$ cat config.mk
export PLATFORM = sky130hd
export DESIGN_NAME = arinc_rx_sdi
export DESIGN_NICKNAME = d
export VERILOG_FILES = /design/src/rtl/arinc_rx_sdi.sv
export SDC_FILE = /design/constraint.sdc
export NUM_CORES = 1
export LEC_CHECK = 0
export BUFFER_PORTS_ARGS = -buffer_cell sky130_fd_sc_hd__buf_2
export CAP_MARGIN = 30
export CELL_PAD_IN_SITES_DETAIL_PLACEMENT = 1
export CELL_PAD_IN_SITES_GLOBAL_PLACEMENT = 1
export CORE_MARGIN = 4
export CORE_UTILIZATION = 50
export CTS_BUF_LIST = sky130_fd_sc_hd__clkbuf_16
export DETAILED_ROUTE_END_ITERATION = 8
export GPL_ROUTABILITY_DRIVEN = 0
export PLACE_DENSITY = 0.82
export SETUP_SLACK_MARGIN = 0.1
export SYNTH_ARGS = -nofsm -noshare
export SYNTH_HDL_FRONTEND = slang
export SYNTH_SLANG_ARGS = --single-unit
$ cat constraint.sdc
create_clock -name clk -period 4.44 [get_ports clk]
set_clock_uncertainty 0.15 [all_clocks]
set_input_delay 0.666 -clock clk [delete_from_list [all_inputs] [get_ports clk]]
set_output_delay 0.666 -clock clk [all_outputs]
set_load 0.005 [all_outputs]
$ cat src/rtl/arinc_rx_sdi.sv
module arinc_rx_sdi #(
  parameter int WORD_BITS  = 32,
  parameter int OVERSAMPLE = 10,
  parameter int MIN_RUN    = 3,
  parameter int GAP_BITS   = 2,
  parameter int FAST_DIV   = 10,
  parameter int SLOW_DIV   = 80,
  parameter int ADDR_LSB   = 8
) (
  input  logic                 clk,
  input  logic                 rst_n,
  input  logic                 line_one,
  input  logic                 line_zero,
  input  logic                 loop_one,
  input  logic                 loop_zero,
  input  logic                 self_test_n,
  input  logic                 slow_sel,
  input  logic                 dec_en,
  input  logic                 match_b9,
  input  logic                 match_b10,
  output logic [WORD_BITS-1:0] word_out,
  output logic                 word_valid
);
  localparam int GAP_SAMPLES = GAP_BITS * OVERSAMPLE;
  localparam int MAX_DIV     = (SLOW_DIV > FAST_DIV) ? SLOW_DIV : FAST_DIV;
  localparam int DIV_W       = $clog2(MAX_DIV + 1);
  localparam int RUN_W       = $clog2(GAP_SAMPLES + 1);
  localparam int CNT_W       = $clog2(WORD_BITS + 1);

  localparam logic [1:0] LV_IDLE = 2'b00;
  localparam logic [1:0] LV_BAD  = 2'b11;

  logic [DIV_W-1:0]     div_cnt;
  logic [DIV_W-1:0]     div_lim;
  logic                 tick;
  logic [1:0]           cur, prev_lvl;
  logic [RUN_W-1:0]     run_cnt, run_next;
  logic [CNT_W-1:0]     bit_cnt;
  logic [WORD_BITS-1:0] shreg, shift_nxt;
  logic                 err;
  logic                 is_mark, prev_mark, take, flip, bad, gap;
  logic                 err_now, last_bit, addr_ok, accept;

  assign div_lim = slow_sel ? DIV_W'(SLOW_DIV - 1) : DIV_W'(FAST_DIV - 1);
  assign tick    = (div_cnt >= div_lim);

  assign cur       = self_test_n ? {line_one, line_zero} : {loop_one, loop_zero};
  assign is_mark   = cur[1] ^ cur[0];
  assign prev_mark = prev_lvl[1] ^ prev_lvl[0];

  assign run_next = (cur != prev_lvl) ? RUN_W'(1) :
                    (run_cnt >= RUN_W'(GAP_SAMPLES)) ? run_cnt : run_cnt + RUN_W'(1);

  assign take  = tick && is_mark && (run_next == RUN_W'(MIN_RUN));
  assign flip  = tick && is_mark && prev_mark && (cur != prev_lvl);
  assign bad   = tick && (cur == LV_BAD);
  assign gap   = tick && (cur == LV_IDLE) && (run_next >= RUN_W'(GAP_SAMPLES));

  assign shift_nxt = {cur[1], shreg[WORD_BITS-1:1]};
  assign last_bit  = take && (bit_cnt == CNT_W'(WORD_BITS - 1));
  assign addr_ok   = !dec_en || ((shift_nxt[ADDR_LSB] == match_b9) &&
                                 (shift_nxt[ADDR_LSB+1] == match_b10));
  assign err_now   = bad || flip;
  assign accept    = last_bit && !err && !err_now && addr_ok;

  always_ff @(posedge clk or negedge rst_n) begin
    if (!rst_n) begin
      div_cnt <= '0;
    end else begin
      div_cnt <= tick ? '0 : div_cnt + DIV_W'(1);
    end
  end

  always_ff @(posedge clk or negedge rst_n) begin
    if (!rst_n) begin
      prev_lvl <= LV_IDLE;
      run_cnt  <= '0;
    end else if (tick) begin
      prev_lvl <= cur;
      run_cnt  <= run_next;
    end
  end

  always_ff @(posedge clk or negedge rst_n) begin
    if (!rst_n) begin
      bit_cnt <= '0;
      shreg   <= '0;
      err     <= 1'b0;
    end else if (gap) begin
      bit_cnt <= '0;
      shreg   <= '0;
      err     <= 1'b0;
    end else begin
      if (err_now) err <= 1'b1;
      if (take) begin
        if (bit_cnt < CNT_W'(WORD_BITS)) begin
          shreg   <= shift_nxt;
          bit_cnt <= bit_cnt + CNT_W'(1);
        end else begin
          err <= 1'b1;
        end
      end
    end
  end

  always_ff @(posedge clk or negedge rst_n) begin
    if (!rst_n) begin
      word_out   <= '0;
      word_valid <= 1'b0;
    end else begin
      word_valid <= accept;
      if (accept) word_out <= shift_nxt;
    end
  end

  a_r10_valid_single: assert property (@(posedge clk) disable iff (!rst_n)
    word_valid |=> !word_valid);

  a_r10_hold_output: assert property (@(posedge clk) disable iff (!rst_n)
    !$stable(word_out) |-> word_valid);

  a_r3_selector_match: assert property (@(posedge clk) disable iff (!rst_n)
    word_valid |-> (!$past(dec_en) ||
      (word_out[ADDR_LSB] == $past(match_b9) && word_out[ADDR_LSB+1] == $past(match_b10))));

  a_r9_full_word: assert property (@(posedge clk) disable iff (!rst_n)
    word_valid |-> ($past(bit_cnt) == CNT_W'(WORD_BITS - 1)));

  a_r7_bad_sets_err: assert property (@(posedge clk) disable iff (!rst_n)
    (tick && cur == LV_BAD) |=> err);

  a_r9_count_bound: assert property (@(posedge clk) disable iff (!rst_n)
    bit_cnt <= CNT_W'(WORD_BITS));
endmodule

== Word-level counts from Yosys, hierarchy flattened ==
Cells that the tools add are included.
W data, S select, Z words.

* Bits in registers: 86
* Latch bits: 0
* Bits in writable memories: 0
* Bits in read-only memories: 0
* Input port bits: 11
* Memories: 0

* Add/sub/neg operators: 3
* Multiply operators: 0
* Div/mod/pow operators: 0
* Magnitude comparators: 4
* Equal/unequal tests: 6
* Shift-type cells: 0
* Mux-type cells: 15
* Bitwise operators: 2
* Reductions and logical operators: 21

{| class="wikitable"
|+ Operators with widths
! kind !! number
|-
| $mux W32 || 3
|-
| $mux W6 || 3
|-
| $mux W7 || 2
|-
| $logic_and A1 B1 Y1 || 12
|-
| $ge A5 B5 Y1 const B || 2
|-
| $mux W5 || 2
|-
| $add A7 B1 Y7 const B || 1
|-
| $ge A7 B7 Y1 || 1
|-
| $add A6 B1 Y6 const B || 1
|-
| $eq A6 B5 Y1 const B || 1
|-
| $lt A6 B6 Y1 const B || 1
|-
| $add A5 B1 Y5 const B || 1
|-
| $eq A5 B2 Y1 const B || 1
|-
| $mux W1 || 4
|-
| $reduce_bool A2 Y1 || 2
|-
| $logic_not A1 Y1 || 3
|-
| $eq A1 B1 Y1 || 2
|-
| $eq A2 B2 Y1 const B || 1
|-
| $logic_not A2 Y1 || 1
|-
| $logic_or A1 B1 Y1 || 2
|-
| $mux W2 || 1
|-
| $ne A2 B2 Y1 || 1
|-
| $reduce_and A2 Y1 || 1
|-
| $xor A1 B1 Y1 || 2
|}

== Depth between registers and ports, before layout ==
Gate-level depths: netlist of the first run.

* Word-level depth: 10
* Gate-level depth with buffers: 9
* Gate-level depth less buffers: 7

== Worst setup path after synthesis of the first run ==
No wires, ideal clock.

* Kind: input to register
* Start point: in slow_sel
* End point: reg word_out[10]
* Library setup time: 0.125 ns
* Arrival: 2.775 ns
* Setup slack: 1.389 ns
* Cell stages on the path: 9
* Path buffers: 2
* Cell sequence: inv_1 ha_1 a211oi_1 o211ai_1 a2111oi_0 or4b_1 buf_6 buf_12 mux2_4

* Word-level cells in the longest chain between the ends: 9
* Elaborated cells between the ends (all ways): 13

{| class="wikitable"
|+ RTL lines
! what !! line !! text
|-
| from (decl) || 17 || <nowiki>input logic slow_sel,</nowiki>
|-
| $mux W7 * || 44 || <nowiki>assign div_lim = slow_sel ? DIV_W'(SLOW_DIV - 1) : DIV_W'(FAST_DIV - 1);</nowiki>
|-
| $ge A7 B7 Y1 * || 45 || <nowiki>assign tick = (div_cnt >= div_lim);</nowiki>
|-
| $logic_and A1 B1 Y1 || 54, 55 ||
|-
| $logic_and A1 B1 Y1 (2 in a row) || 55 || <nowiki>assign flip = tick && is_mark && prev_mark && (cur != prev_lvl);</nowiki>
|-
| $logic_or A1 B1 Y1 || 63 || <nowiki>assign err_now = bad || flip;</nowiki>
|-
| $logic_not A1 Y1 || 64 || <nowiki>assign accept = last_bit && !err && !err_now && addr_ok;</nowiki>
|-
| $logic_and A1 B1 Y1 * (2 in a row) || 64 ||
|-
| to (signal assigned) || 112 || <nowiki>if (accept) word_out <= shift_nxt;</nowiki>
|-
| to (decl) || 21 || <nowiki>output logic [WORD_BITS-1:0] word_out,</nowiki>
|}

Every way passes the cells marked *; elsewhere a longest branch is shown, timed or not.
A chain may end at the register's enable or synchronous reset.

== Worst setup path after layout of the first run ==
* Start point: in slow_sel
* End point: reg word_out[0]

The elaborated chain is that of the path after synthesis.

==> results of run 1 <==
## synth_stat cells (all sizes together) (2+ instances only)
cell	n
nand3	38
a21oi	42
nor2b	3
nor2	11
a211oi	2
inv	7
buf	8
xnor2	7
o21ai	39
mux2i	2
or3	2
o211ai	2
ha	9
and3	3
mux2	32
a31oi	5
nor3	6
nand2	7
dfrtp	85
clkbuf	17
xor2	2
## cell families (layout without fill, tap and decap cells)
group | count (synthesis) | count (layout) | synth area share [%]
AND/OR/NAND/NOR | 83 | 83 | 11.0
flip-flops | 85 | 85 | 53.3
XOR/XNOR | 9 | 9 | 1.97
buffers and inverters | 32 | 75 | 4.48
adder cells (fa/ha/maj) | 9 | 9 | 2.82
AO/OA/AOI/OAI | 100 | 100 | 13.9
multiplexers | 34 | 34 | 12.5
## flip-flops by register name, summed over array words and instances, names as in the netlist
name / cells
bit_cnt: 6
div_cnt: 7
err: 1
prev_lvl: 2
run_cnt: 5
shreg: 31
word_out: 32
word_valid: 1
## final cells by class
| cell class | count | area, um^2 | share of cell area [%] |
|---|---|---|---|
| Sequential cell | 85 | 2130 | 46.5 |
| Multi-Input combinational cell | 235 | 1720 | 37.6 |
| Timing Repair Buffer | 52 | 305 | 6.68 |
| Clock buffer | 9 | 225 | 4.93 |
| Tap cell | 102 | 128 | 2.79 |
| Clock inverter | 7 | 41.3 | 0.903 |
| Inverter | 7 | 26.3 | 0.575 |
## placed cells by master (no fill, tap or decap), types with 2 or more instances in the layout
cell / synthesis / layout
mux2_1: 2 / 2
nor2b_1: 3 / 3
o21ai_0: 38 / 38
buf_4: 0 / 9
nand2_1: 7 / 7
inv_1: 7 / 7
nand3_1: 38 / 38
a21oi_1: 42 / 42
and3_1: 3 / 3
clkbuf_16: 0 / 9
nor2_1: 11 / 11
clkinv_2: 0 / 2
xor2_1: 2 / 2
clkinv_1: 0 / 2
ha_1: 9 / 9
o211ai_1: 2 / 2
dfrtp_1: 85 / 85
or3_1: 2 / 2
mux2i_2: 2 / 2
a31oi_1: 5 / 5
buf_2: 2 / 42
clkinvlp_4: 0 / 2
mux2_4: 30 / 30
xnor2_1: 7 / 7
nor3_1: 6 / 5
## per-layer routing
layer,GRT usage (%),wire (um)
met1,27.5,4180
met2,36.3,4900
met3,4.02,299
met4,7.14,117
met5,0,0
## worst min-delay path by stage
stage | endpoint | slack (ns)
after floorplan | bit_cnt[0] | 0.22
after global placement | word_out[0] | 0.33
after detailed placement | div_cnt[0] | 0.34
after CTS | word_out[11] | 0.11
after global routing | word_out[11] | 0.12
final | word_out[11] | 0.11
## through the flow
step | power [W] | worst slack (ns)
after global routing | 0.00213 | 1.04
after CTS | 0.00204 | 1.19
after floorplan | 0.00118 | 1.39
final | 0.00203 | 1.21
after global placement | 0.00132 | 0.890
after detailed placement | 0.00134 | 0.835
## where the power goes
part	switching [W]	internal [W]	leakage, nW	total (W)
Combinational	0.000319	0.000144	0.960	0.000463
Sequential	0.0000556	0.000825	1.16	0.000880
Clock	0.000309	0.000375	0.127	0.000684
Total	0.000683	0.00134	2.25	0.00203
## worst max-delay path, cell delays in order
cell and delay, ns:
buf_2 0.07, inv_1 0.05, ha_1 0.29, a211oi_1 0.29, o211ai_1 0.14, a2111oi_0 0.50, or4b_2 0.65, buf_4 0.26
mux2_1 0.34
==> reports/metrics.yaml, run 1 <==
finish:
  areaGrowthSynthToFinish_pct: 14.5
  finish.utilization_pct: 59.2
  final_cells: 497
  n_antenna_cell: 0
  final_nets: 410
  drive_gt1_share_pct: 26.1
  stdcell_area_um2: 4570
  nFillCells: 820
grt:
  grt_pass1_wl_um: 16600
  antenna_found_initial: 0
  overflow: 0
  grt_use_total_pct: 21.4
  grt_max_degree: 57
  grt_pass1_vias: 3233
synth:
  synth_area_leader_cell: "dfrtp_1"
  postSynthAreaPerCell_um2: 11.3
  synth.area.top_cells: "dfrtp_1 (53%), mux2_4 (11%), a21oi_1 (5.3%)"
  synth_seq_area_share_pct: 53.3
  synth.net_count: 372
  synth_edf_count: 0
  ys_seq_elements: 85
  ys_async_sr_fraction_pct: 100
  yosys_most_used_dff: "dfrtp_1"
  synthCells: 352
  synth.top_cell.area_share_pct: 53.3
  netlist_area_um2: 3990
  synth.distinct_cells: 49
  ys_warn_count: 0
floorplan:
  die_w_um: 97.4
  core-area_um2: 7730
  start_util_pct: 51.7
  die_h_um: 97.4
  dieArea_um2: 9480
  num_rows: 32
  io_pins: 44
drt:
  drc_errors: 0
  wire_per_inst_um: 19.1
  antenna_left: 0
  wl_um: 9490
  route.vias.total: 2911
  drt_iter0_drc: 120
  avgViaCountPerCell: 5.86
  firstDrtPassIters: 4
timing:
  period_share_pct: 72.7
  worst_slew_pin_slew_ns: 0.899
  final.min_clock_period_ns: 3.23
  hold_violations: 0
  maxSlewViolCount: 0
  fmax_ghz: 0.310
  fin_tns_setup_ns: 0
  rsz0062_at_grt: "false"
  hold_ws_ns: 0.110
  setup_viol: 0
  slew_headroom_pct: 39.9
pwr:
  p_leak_nw: 2.25
  peakVddDrop_mv: 0.298
  p_per_area_nw_per_um2: 443
clocking:
  cts_num_sinks: 85
  cts_tree: "done"
  clkLatencyLatePin_ns: 0.33
  post_cts_buffers: 0
  clockBufferDepth: 2
  post_cts_resized: 0
  numCtsBuffers: 9
  ctsHoldBuffers: 0
  htreeDepth: 3
  clockRootBuffer: "clkbuf_16"
  path_clk_slew_ns: 0.06
setup_path:
  critPathKind: "primary input to flop"
  required_ns: 4.50
  arrival_ns: 3.29
  r2r-end: "word_out[0]"
  cp-start-kind: "primary input"
  r2r_slack_ns: 1.28
  endpoint: "word_out[0]"
  worst-path-max-fanout: 17
  critPathLaunch: "slow_sel"
  reg2reg_depth: 7
  worstReg2RegStart: "div_cnt[1]"
  end_kind: "flop"
hold_path:
  min_path_type: "primary input to asynchronous set/reset pin"
placement:
  post-place-cells: 481
  dp_hpwl_um: 6250
  port_buffers: 43
  place_area_um2: 4310
run_status:
  status: "completed"
job:
  max_cap_viol_count: 0
(Power assumes the default switching activity.)
==> inputs of run 2 (changes only) <==
- CORE_UTILIZATION: 50 -> 47
- PLACE_DENSITY: 0.82 -> 0.78
- clock period: 4.44 -> 3.2 ns (I/O delays scaled with it)
==> run 2 against run 1 <==
  * First-iteration DRC count increased by 97%
  * Design area increased by 3.1%
  * Die area increased by 5.8%
  * Worst hold slack improved by 0.23 ns
  * Final cell count increased by 2.6%
  * Wire length increased by 5.0%
  * Flip-flop and latch count unchanged
  * Register-to-register slack got worse by 1.1 ns
  * Sequential power increased by 39%
  * Global-route usage decreased by 0.58 points
  * Sequential share of layout area decreased by 1.4 points
  * Largest power group unchanged
==> reports/metrics.yaml, run 2 (synthesis results as in run 1) <==
run_status:
  status: "completed"
setup_path:
  required_ns: 3.27  # -1.23 ns
  arrival_ns: 3.13  # -0.16 ns
  cp-start-kind: "flop"
  worst-path-max-fanout: 15  # -2
  end_kind: "flop"
  critPathKind: "flop to flop"
finish:
  final_nets: 420  # +2.4%
  layout_common_cells: "dfrtp_1 (85), a21oi_1 (42), buf_2 (42)"
  largest_reg_flops: 32  # unchanged
  n_antenna_cell: 0  # unchanged
  regMostFlops: "word_out"
  final_common_cell: "dfrtp_1"
  areaGrowthSynthToFinish_pct: 18.1
  finish.utilization_pct: 57.1  # -2.1 points
  drive_gt1_share_pct: 28.6  # +2.6 points
  reg_top3: "word_out (32), shreg (31), div_cnt (7)"
timing:
  hold_violations: 0  # unchanged
  slew_headroom_pct: 64.0  # +24 points
  maxSlewViolCount: 0  # unchanged
  final.min_clock_period_ns: 3.06
  setup_viol: 0  # unchanged
  period_share_pct: 95.6
  rsz0062_at_grt: "true"
  fin_ws_ns: 0.141  # -1.07 ns
  fmax_ghz: 0.327
  worst_slew_pin_slew_ns: 0.535  # -0.364 ns
grt:
  antenna_found_initial: 0  # unchanged
  grt_pass1_wl_um: 16500  # -0.67%
  grt_pass1_vias: 3226  # -0.22%
  grt_max_degree: 73  # +28%
  grt_use_total_pct: 20.8  # -0.58 points
  overflow: 0  # unchanged
clocking:
  numCtsBuffers: 9  # unchanged
  post_cts_buffers: 0  # unchanged
  cts_num_sinks: 85  # unchanged
  path_clk_slew_ns: 0.06  # about the same
  cts_tree: "done"
  htreeDepth: 3  # unchanged
  clockRootBuffer: "clkbuf_16"
  clkLatencyLatePin_ns: 0.34  # about the same
  clockBufferDepth: 2  # unchanged
drt:
  firstDrtPassIters: 4  # unchanged
  antenna_left: 0  # unchanged
  wl_um: 9960  # +5.0%
  drt_iter0_drc: 236  # +97%
  route.vias.total: 2983  # +2.5%
  drc_errors: 0  # unchanged
  wire_per_inst_um: 19.5  # +2.3%
  avgViaCountPerCell: 5.85  # -0.14%
pwr:
  peakVddDrop_mv: 0.369  # +24%
  p_per_area_nw_per_um2: 629  # +42%
  p_leak_nw: 2.31  # +3.0%
  finalPower_w: 0.00297  # +46%
floorplan:
  io_pins: 44  # unchanged
  dieArea_um2: 10000  # +5.8%
  die_h_um: 100  # +2.9%
  start_util_pct: 48.3  # -3.3 points
  num_rows: 33  # +3.1%
  core-area_um2: 8260  # +6.9%
  die_w_um: 100  # +2.9%
hold_path:
  min_path_type: "primary input to flop"
placement:
  post-place-ws_ns: -0.109  # -0.945 ns
  dp_hpwl_um: 6280  # +0.45%
  port_buffers: 43  # unchanged
job:
  max_cap_viol_count: 0  # unchanged
==> run 2: cell count changes in the layout (fill, tap and decap cells not counted), sizes merged <==
cell,change
buf,+9
bufinv,+1
clkinv,-1
dlygate4sd3,+1
==> run 2: per-layer routing <==
metal  vias up  share of wire [%]  GRT usage, %
li1       1363                  -             -
met1      1544                 42          26.1
met2        61                 53          35.9
met3        15                3.2          3.61
met4         0                1.7          7.56
met5         -                  0             0
==> run 2: report_power, final <==
| part | total, W | internal (W) | switching [W] |
|---|---|---|---|
| Combinational | 0.000691 | 0.000240 | 0.000451 |
| Sequential | 0.00122 | 0.00114 | 0.0000799 |
| Clock | 0.00105 | 0.000607 | 0.000444 |
==> run 2: worst max-delay path: stages (launching register included) <==
cell,delay [ns]
dfrtp_1,0.41
ha_1,0.28
o211ai_1,0.25
o211ai_1,0.18
a2111oi_2,0.40
or4b_2,0.66
buf_4,0.26
mux2_1,0.35
==> run 2: layout make-up <==
cell class / count / area (um^2)
Inverter: 7 / 26.3
Timing Repair Buffer: 62 / 395
Fill cell: 879 / 3540
Sequential cell: 85 / 2130
Clock buffer: 9 / 225
Multi-Input combinational cell: 235 / 1740
Clock inverter: 7 / 73.8
Tap cell: 105 / 131
==> run 2: stage by stage <==
| step | setup TNS [ns] | cell area [um^2] | instances | hold WS (ns) |
|---|---|---|---|---|
| floorplan | 0 | 3990 | 352 | 0.0344 |
| global placement | 0 | 4360 | 492 | 0.305 |
| detailed placement | -2.70 | 4390 | 493 | 0.199 |
| CTS | 0 | 4700 | 510 | 0.336 |
| global route | 0 | 4720 | 510 | 0.372 |
| finish | 0 | 4720 | 510 | 0.338 |
==> run 2: path summary, 6_finish.rpt <==
| path | startpoint | slack [ns] | cells past startpoint | endpoint |
|---|---|---|---|---|
| min in group asynchronous | rst_n | 0.39 | 2 | word_out[18] |
| min reg2reg | word_out[16] | 0.36 | 1 | word_out[16] |
| max reg2reg | div_cnt[2] | 0.14 | 7 | word_out[0] |
| max in group asynchronous | rst_n | 1.91 | 3 | bit_cnt[5] |
| max | div_cnt[2] | 0.14 | 7 | word_out[0] |
| min | line_one | 0.34 | 3 | prev_lvl[1] |
==> run 2: what timing repair did <==
action,CTS,global route
hold buffers,1,0
resized for setup,0,4
setup endpoints to repair,0,32
endpoints found under the hold margin,13,0
==> inputs of run 3 (changes only) <==
- ABC_AREA: default -> 1
- CORE_UTILIZATION: 47 -> 44
- HOLD_SLACK_MARGIN: default -> 0.08
==> run 3 against run 2 <==
  * Via count rose by 11%
  * Synthesized cell count rose by 47%
  * Worst setup slack improved by 0.34 ns
  * Utilization fell by 5.7 points
  * Count of clock-buffer cells in the layout did not move
  * Worst hold slack got worse by 0.026 ns
  * Area after synthesis rose by 3.7%
  * Combinational power fell by 31%
  * First-iteration DRC count fell by 30%
  * Die area rose by 9.9%
  * Register-to-register slack improved by 0.34 ns
  * Critical path type unchanged
==> reports/metrics.yaml, run 3 <==
floorplan:
  io_pins: 44  # unchanged
  core-area_um2: 9200  # +11%
  num_rows: 35  # +6.1%
  die_w_um: 105  # +4.8%
  dieArea_um2: 11000  # +9.9%
  start_util_pct: 45.0  # -3.3 points
  die_h_um: 105  # +4.8%
clocking:
  clockRootBuffer: "clkbuf_16"
  post_cts_resized: 0  # unchanged
  clockBufferDepth: 2  # unchanged
  ctsHoldBuffers: 1  # unchanged
  clkLatencyLatePin_ns: 0.33  # about the same
  cts_num_sinks: 85  # unchanged
  cts_tree: "done"
  numCtsBuffers: 9  # unchanged
  htreeDepth: 3  # unchanged
  path_clk_slew_ns: 0.07  # about the same
  post_cts_buffers: 0  # unchanged
pwr:
  p_leak_nw: 2.86  # +24%
  finalPower_w: 0.00270  # -9.1%
  peakVddDrop_mv: 0.338  # -8.4%
  p_per_area_nw_per_um2: 571  # -9.3%
grt:
  grt_pass1_vias: 3507  # +8.7%
  grt_use_total_pct: 18.2  # -2.6 points
  grt_max_degree: 67  # -8.2%
  overflow: 0  # unchanged
  antenna_found_initial: 0  # unchanged
  grt_pass1_wl_um: 16500  # +0.21%
setup_path:
  cp-start-kind: "flop"
  critPathLaunch: "div_cnt[6]"
  critPathKind: "flop to flop"
  arrival_ns: 2.80  # -0.33 ns
  crit_slowest_cell: "dfrtp_1"
  crit_chain: "ha_1 -> nand2_1 -> nor2_1 -> nand2_1 -> nand2_2 -> inv_2 -> nor2_2 -> nand3_2 -> nor2_4 -> nand2_2 -> buf_12 -> nand2_1 -> nand2_1"
  max_stage_delay_ns: 0.39  # -0.27 ns
  worst-path-max-fanout: 18  # +3
  required_ns: 3.28  # about the same
  crit_top_cell: "nand2_1"
  reg2reg_depth: 13  # +6
  end_kind: "flop"
  worstReg2RegStart: "div_cnt[6]"
timing:
  fin_tns_setup_ns: 0  # unchanged
  slew_headroom_pct: 66.7  # +2.7 points
  rsz0062_at_grt: "false"
  maxSlewViolCount: 0  # unchanged
  period_share_pct: 85.1  # -11 points
  setup_viol: 0  # unchanged
  fmax_ghz: 0.367  # +12%
  worst_slew_pin_slew_ns: 0.499  # -0.0357 ns
  hold_violations: 0  # unchanged
  final.min_clock_period_ns: 2.72  # -0.336 ns
finish:
  largest_reg_flops: 32  # unchanged
  areaGrowthSynthToFinish_pct: 14.1
  final_common_cell: "nand2_1"
  reg_top3: "word_out (32), shreg (31), div_cnt (7)"
  stdcell_area_um2: 4730  # +0.21%
  n_antenna_cell: 0  # unchanged
  layout_common_cells: "nand2_1 (224), dfrtp_1 (85), nand3_1 (60)"
  multi_input_area_um2: 1630  # -5.9%
  final_nets: 577  # +37%
  nFillCells: 1140  # +30%
  regMostFlops: "word_out"
  drive_gt1_share_pct: 15.3  # -13 points
  regArea_um2: 2130  # unchanged
drt:
  drc_errors: 0  # unchanged
  route.vias.total: 3319  # +11%
  wire_per_inst_um: 13.9  # -29%
  firstDrtPassIters: 4  # unchanged
  drt_iter0_drc: 166  # -30%
  avgViaCountPerCell: 4.93  # -16%
  wl_um: 9330  # -6.4%
  antenna_left: 0  # unchanged
hold_path:
  hold-path-cell-count: 2  # -1
  min_path_type: "flop to flop"
  min_from: "word_out[14]"
synth:
  yosysMostFrequentCell: "nand2_1"
  postSynthAreaPerCell_um2: 7.98  # -30%
  synth.top_cell.area_share_pct: 51.4  # -1.9 points
  synth_edf_count: 0  # unchanged
  synth.area.top_cells: "dfrtp_1 (51%), nand2_1 (20%), nand3_1 (7.4%)"
  synth_seq_area_share_pct: 51.4  # -1.9 points
  ys_warn_count: 0  # unchanged
  synthCells: 519  # +47%
  ys_seq_elements: 85  # unchanged
  synth_area_leader_cell: "dfrtp_1"
  synth.distinct_cells: 26  # -47%
  synth.net_count: 539  # +45%
  yosys_most_used_dff: "dfrtp_1"
  ys_async_sr_fraction_pct: 100  # unchanged
  synth_common_cells: "nand2_1 (224), dfrtp_1 (85), nand3_1 (61)"
  netlist_area_um2: 4140  # +3.7%
placement:
  dp_hpwl_um: 6100  # -2.8%
  port_buffers: 43  # unchanged
  place_area_um2: 4430  # +0.94%
job:
  max_cap_viol_count: 0  # unchanged
run_status:
  status: "completed"
run 3: logic make-up after synthesis:
group                    count (synthesis)  synth area share (%)
AND/OR/NAND/NOR                        319                  32.3
XOR/XNOR                                 8                  1.69
AO/OA/AOI/OAI                           19                  2.60
flip-flops                              85                  51.4
buffers and inverters                   79                  9.31
adder cells (fa/ha/maj)                  9                  2.72
run 3: worst paths after layout:
path / to / slack [ns]
max in group asynchronous: bit_cnt[0] / 1.78
min in group asynchronous: word_out[15] / 0.50
min: word_out[14] / 0.31
max reg2reg: word_out[31] / 0.48
min reg2reg: word_out[14] / 0.31
max: word_out[31] / 0.48
run 3: worst max-delay path: cells and delay by family (launching register included):
kind | cells | cell delay, ns
adder cells (fa/ha/maj) | 1 | 0.30
buffers and inverters | 2 | 0.42
AND/OR/NAND/NOR | 10 | 1.34
flip-flops | 1 | 0.39
run 3: report_power, final:
group | internal (W) | switching [W] | total (W)
logic | 0.000165 | 0.000313 | 0.000478
registers | 0.00116 | 0.0000765 | 0.00123
clock network | 0.000538 | 0.000448 | 0.000986
total | 0.00186 | 0.000837 | 0.00270
run 3: cell type report:
class,instances,area share (%)
tap,111,2.94
clock buffer,9,4.77
timing repair buffer,50,6.99
clock inverter,7,1.27
sequential,85,45.0
inverter,56,4.45
multi-input combinational,355,34.6
run 3: per-layer routing:
metal | up-vias | wire length (um) | global-route usage (%)
met5 | - | 0 | 0
met3 | 10 | 241 | 3.64
met1 | 1597 | 4280 | 22.6
met4 | 0 | 131 | 5.25
li1 | 1675 | - | -
met2 | 37 | 4680 | 32.1
run 3: metrics by stage:
stage / hold slack, ns / util (%) / instances / worst slack, ns
global route: 0.346 / 51.4 / 673 / 0.228
floorplan: 0.0344 / - / 519 / 1.01
finish: 0.312 / 51.4 / 673 / 0.477
CTS: 0.321 / 51.4 / 673 / 0.467
detailed placement: 0.304 / 48.2 / 656 / 0.242
global placement: 0.301 / 47.9 / 655 / 0.426
